--- src/rtl/dec_prio_pkg.sv ---
package dec_prio_pkg;
  localparam int unsigned DIGITS = 10;
  localparam int unsigned CODE_W = $clog2(DIGITS);
  typedef logic [CODE_W-1:0] code_t;
endpackage

--- src/rtl/dec_prio_pick.sv ---
// Highest-index search over the active-high requests for digits 1..DIGITS-1.
module dec_prio_pick #(
  parameter int unsigned DIGITS = dec_prio_pkg::DIGITS,
  localparam int unsigned CODE_W = $clog2(DIGITS)
) (
  input  logic [DIGITS-2:0]  req_i,
  output logic [CODE_W-1:0]  code_o
);
  always_comb begin
    code_o = '0;
    for (int i = 0; i < int'(DIGITS) - 1; i++) begin
      if (req_i[i]) code_o = CODE_W'(i + 1);
    end
  end
endmodule

--- src/rtl/dec_prio_drive.sv ---
// Complements the code bit by bit onto active-low pins.
module dec_prio_drive #(
  parameter int unsigned CODE_W = dec_prio_pkg::CODE_W
) (
  input  logic [CODE_W-1:0] code_i,
  output logic [CODE_W-1:0] pin_n_o
);
  for (genvar b = 0; b < int'(CODE_W); b++) begin : g_bit
    assign pin_n_o[b] = ~code_i[b];
  end
endmodule

--- src/rtl/dec_prio_hit.sv ---
// Flags any low line across the whole keypad row.
module dec_prio_hit #(
  parameter int unsigned DIGITS = dec_prio_pkg::DIGITS
) (
  input  logic [DIGITS-1:0] line_n_i,
  output logic              hit_o
);
  assign hit_o = ~(&line_n_i);
endmodule

--- src/rtl/dec_prio_keypad.sv ---
module dec_prio_keypad #(
  parameter int unsigned DIGITS = dec_prio_pkg::DIGITS,
  localparam int unsigned CODE_W = $clog2(DIGITS)
) (
  input  logic [DIGITS-1:0] key_n_i,
  output logic [CODE_W-1:0] bcd_n_o,
  output logic              key_hit_o
);
  logic [DIGITS-2:0] req;     // active-high presses, digits 1..DIGITS-1
  logic [CODE_W-1:0] code;

  assign req = ~key_n_i[DIGITS-1:1];  // line 0 never reaches the encoder

  dec_prio_pick #(.DIGITS(DIGITS)) u_pick (
    .req_i  (req),
    .code_o (code)
  );

  dec_prio_drive #(.CODE_W(CODE_W)) u_drive (
    .code_i  (code),
    .pin_n_o (bcd_n_o)
  );

  dec_prio_hit #(.DIGITS(DIGITS)) u_hit (
    .line_n_i (key_n_i),
    .hit_o    (key_hit_o)
  );
endmodule

--- config.mk ---
export PLATFORM = sky130hd
export DESIGN_NAME = dec_prio_keypad
export DESIGN_NICKNAME = d
export VERILOG_FILES = /design/src/rtl/dec_prio_pkg.sv /design/src/rtl/dec_prio_pick.sv /design/src/rtl/dec_prio_drive.sv /design/src/rtl/dec_prio_hit.sv /design/src/rtl/dec_prio_keypad.sv
export SDC_FILE = /design/constraint.sdc
export NUM_CORES = 1
export LEC_CHECK = 0
export ABC_CLOCK_PERIOD_IN_PS = 800
export BUFFER_PORTS_ARGS = -buffer_cell sky130_fd_sc_hd__buf_2
export CAP_MARGIN = 25
export CORE_AREA = 2 2 39 41
export DETAILED_ROUTE_END_ITERATION = 8
export DIE_AREA = 0 0 41 43
export SYNTH_ARGS = -nofsm -noshare
export SYNTH_HDL_FRONTEND = slang
export SYNTH_SLANG_ARGS = --single-unit
--- constraint.sdc ---
create_clock -name vclk -period 0.8
set_input_delay 0.08 -clock vclk [all_inputs]
set_output_delay 0.08 -clock vclk [all_outputs]
set_load 0.02 [all_outputs]
# [Word level (Yosys, flattened, before mapping)]
# Index checks and enable logic that the tools add are counted.
[word_totals] register_bits=0 in_bits=10 wordCells=16
[op_classes] n_mux=9 bitwise=6 n_reduce_logical=1
[op_table] cell="3-bit 2-to-1 mux" count=4
[op_table] cell="10-bit AND reduction" count=1
[op_table] cell="9-bit inverter" count=1
[op_table] cell="4-bit 2-to-1 mux" count=2
[op_table] cell="1-bit inverter" count=5
[op_table] cell="2-bit 2-to-1 mux" count=2
[op_table] cell="1-bit 2-to-1 mux" count=1

# [Logic depth before layout (Yosys ltp)]
[logic_depth] depth_word=11 ltp_mapped=3 depth_no_buf=3

# [Hierarchy]
# A second synthesis with hierarchy kept.
[unflattened] cells_unflattened=29 hier_area_um2=143.9
[modules_own_cells] mod="dec_prio_pick" n_inst=1 cells_each=12 area_each_um2=72.6
[modules_own_cells] mod="dec_prio_keypad" n_inst=1 cells_each=9 area_each_um2=33.8
[modules_own_cells] mod="dec_prio_hit" n_inst=1 cells_each=4 area_each_um2=22.5
[modules_own_cells] mod="dec_prio_drive" n_inst=1 cells_each=4 area_each_um2=15.0

# [Worst setup path after synthesis]
# OpenSTA, ideal clock, no wires.
[synth_path] kind="input port to output port" start="in key_n_i[4]" end="out bcd_n_o[0]" arrival_time_ns=0.627 t_required_ns=0.720 slack_ns=0.093 cell_stages=3 n_path_buf=0 path_cell_list="nand2_1 o221ai_1 a31oi_1"
[synth_between] elab_chain_len=8
[synth_lines] element="start: declaration" line="dec_prio_keypad.sv:5" text="input logic [DIGITS-1:0] key_n_i,"
[synth_lines] element="9-bit inverter" line="dec_prio_keypad.sv:12" text="assign req = ~key_n_i[DIGITS-1:1];"
[synth_lines] element="3-bit 2-to-1 mux (4 in series)" line="dec_prio_pick.sv:12" text="if (req_i[i]) code_o = CODE_W'(i + 1);"
[synth_lines] element="4-bit 2-to-1 mux (2 in series)" line="dec_prio_pick.sv:12"
[synth_lines] element="1-bit inverter" line="dec_prio_drive.sv:9" text="assign pin_n_o[b] = ~code_i[b];"
[synth_lines] element="end: declaration" line="dec_prio_keypad.sv:6" text="output logic [CODE_W-1:0] bcd_n_o,"
# Every way passes these cells.

# [Final worst setup path]
[layout_path] start="in key_n_i[2]" end="out bcd_n_o[0]"
[layout_between] elab_chain_len=10
[layout_lines] element="9-bit inverter" line="dec_prio_keypad.sv:12"
[layout_lines] element="2-bit 2-to-1 mux (2 in series)" line="dec_prio_pick.sv:12"
[layout_lines] element="3-bit 2-to-1 mux (4 in series)" line="dec_prio_pick.sv:12"
[layout_lines] element="4-bit 2-to-1 mux (2 in series)" line="dec_prio_pick.sv:12"
[layout_lines] element="1-bit inverter" line="dec_prio_drive.sv:9"
# Every way passes these cells.

==> impl_metrics.env <==
export IMPL_status="finished clean"
export IMPL_dieArea_um2=1760
export IMPL_swShare_pct=54.7
export IMPL_firstDrtPassIters=1
export IMPL_syn_avg_cell_area_um2=5.84
export IMPL_crit_path_end_kind="output port"
export IMPL_crit_start="key_n_i[2]"
export IMPL_io_buffers=15
export IMPL_detail_route_antenna_nets=0
export IMPL_nClkBuffers=0
export IMPL_p_seq_share_pct=0
export IMPL_min_path_cells=3
export IMPL_setup_ws_ns=0.0367
export IMPL_p_leak_nw=0.110
export IMPL_min_from="key_n_i[0]"
export IMPL_max_freq_mhz=1310
export IMPL_antenna_found_initial=0
export IMPL_postCtsSetupBuffers=0
export IMPL_min_to="key_hit_o"
export IMPL_finalHoldViolations=0
export IMPL_path_class="input pin to output port"
export IMPL_holdWs_ns=0.447
export IMPL_cp_top_family="buffers and inverters"
export IMPL_rsz0062_at_grt="true"
export IMPL_ys_warn_count=0
export IMPL_start_util_pct=6.33
export IMPL_final_util_pct=15.9
export IMPL_drt_iter0_drc=0
export IMPL_worstPathRequired_ns=0.72
export IMPL_p_int_mw=0.0499
export IMPL_yosysUniqueCellTypes=9
export IMPL_worst_pin_slew_ns=0.174
export IMPL_grt_max_degree=5
export IMPL_die_h_um=43
export IMPL_drv_cap=0
export IMPL_place_congestion=0.581
export IMPL_synth_fp_nets=25
export IMPL_cp_cell_sequence="buf_6 -> nand2_4 -> o221ai_2 -> a31oi_1 -> buf_2"
export IMPL_wl_per_cell_um=9.65
export IMPL_num_antenna_cells=0
export IMPL_die_w_um=41
export IMPL_stdcell_count=46
export IMPL_final_seq_area_um2=0
export IMPL_period_minus_slack_ns=0.763
export IMPL_pre_cts_slack_ns=-0.0418
export IMPL_drc=0
export IMPL_p_total_mw=0.110
export IMPL_syn_area_um2=87.6
export IMPL_drive_above_1_share_pct=73.3
export IMPL_cp_max_fo=2
export IMPL_vdd_drop_max_mv=0.132
export IMPL_critical_path_max_stage_delay_ns=0.18
export IMPL_core_um2=1380
export IMPL_final_nets=42
export IMPL_design_seq_count=0
export IMPL_overflow=0
export IMPL_worst_path_buf_inv=2
export IMPL_dpl_cell_area_um2=183
export IMPL_switching_power_mw=0.0601
export IMPL_grt_pass1_wl_um=579
export IMPL_tns_ns=0
export IMPL_synth_area_leaders="nand2_1 17%, nand4_2 14%, inv_1 13%"
export IMPL_crit_path_start_kind="input pin"
export IMPL_syn2layout_area_growth_pct=151
export IMPL_yosysTopAreaCell="nand2_1"
export IMPL_fill_cells=167
export IMPL_yosysTopAreaCellShare_pct=17.1
export IMPL_place_inst=46
export IMPL_post_route_period_util_pct=95.4
export IMPL_cp_data_arrival_time_ns=0.68
export IMPL_clockPowerShare_pct=0
export IMPL_cts_hold_buf=0
export IMPL_grt_total_usage_pct=4.80
export IMPL_finalSetupViolCount=0
export IMPL_core_rowCount=14
export IMPL_vias=174
export IMPL_routed_wirelength_um=444
export IMPL_synth_seq_area_share_pct=0
export IMPL_hp_class="input pin to output port"
export IMPL_first_global_vias=136
export IMPL_powerDensity_nw_per_um2=499
export IMPL_pin_count=15
export IMPL_comb_power_share_pct=100.0
export IMPL_synthCells=15
export IMPL_slew_viol_final=0
export IMPL_slew_headroom_pct=88.4
export IMPL_synth_most_common_cell="nand2_1"
export IMPL_synth_common_cells="4 x nand2_1, 3 x inv_1, 2 x nand3_1"
export IMPL_slowest_stage="buf_2"
export IMPL_fin_area_um2=220
export IMPL_vias_per_cell=3.78
timing repair:
item                       in CTS  in global routing
gates cloned                    0                  0
gates resized for setup         4                  7
setup endpoints to repair       2                  3
pin swaps                       1                  4
hold endpoints to repair        0                  0
layer usage:
metal / up-vias / share of wire, % / global-route usage [%]
met5: - / 0 / 0
met4: 0 / 0 / 0
met3: 0 / 16 / 1.05
met2: 13 / 41 / 8.13
met1: 76 / 43 / 6.33
li1: 85 / - / -
tightest hold or removal path, delay by kind of cell:
family,cells,cell delay (ns)
AND/OR/NAND/NOR,1,0.06
buffers and inverters,2,0.22
layout by cell type (no fill, tap or decap):
cell type	count
nand4_2	1
inv_2	1
nand3_1	2
nand2_1	1
nand2_4	1
a31o_1	1
buf_2	12
nor3_2	1
nand2_2	2
o221ai_2	1
o21ai_0	1
buf_6	3
inv_1	2
a31oi_1	1
layout make-up:
cell class / instances / area, µm² / share of cell area (%)
multi-input combinational: 12 / 95.1 / 43.2
timing repair buffer: 15 / 93.8 / 42.6
tap: 16 / 20.0 / 9.09
inverter: 3 / 11.3 / 5.11
how the worst max path moves through the flow:
stage          cells after the start  slack (ns)    endpoint
3_5_place_dp                       5       -0.04  bcd_n_o[0]
3_3_place_gp                       5       -0.03  bcd_n_o[0]
6_report                           5        0.04  bcd_n_o[0]
5_1_grt                            5       -0.02  bcd_n_o[0]
2_1_floorplan                      3        0.09  bcd_n_o[0]
4_1_cts                            5       0.003  bcd_n_o[1]
power by group through the flow:
stage	logic [mW]	registers, mW	clock network [mW]
finish	0.110	0	0
global route	0.120	0	0
CTS	0.0980	0	0
detailed placement	0.0882	0	0
global placement	0.0866	0	0
floorplan	0.0377	0	0
cell families (layout without fill, tap and decap cells):
| logic type | count (synthesis) | after routing | synth area share (%) |
|---|---|---|---|
| AOI/OAI and AO/OA | 4 | 4 | 32.9 |
| buffers and inverters | 3 | 18 | 12.9 |
| and+or+nand+nor | 8 | 8 | 54.3 |
No activity file was read; power rests on OpenSTA's default activity.
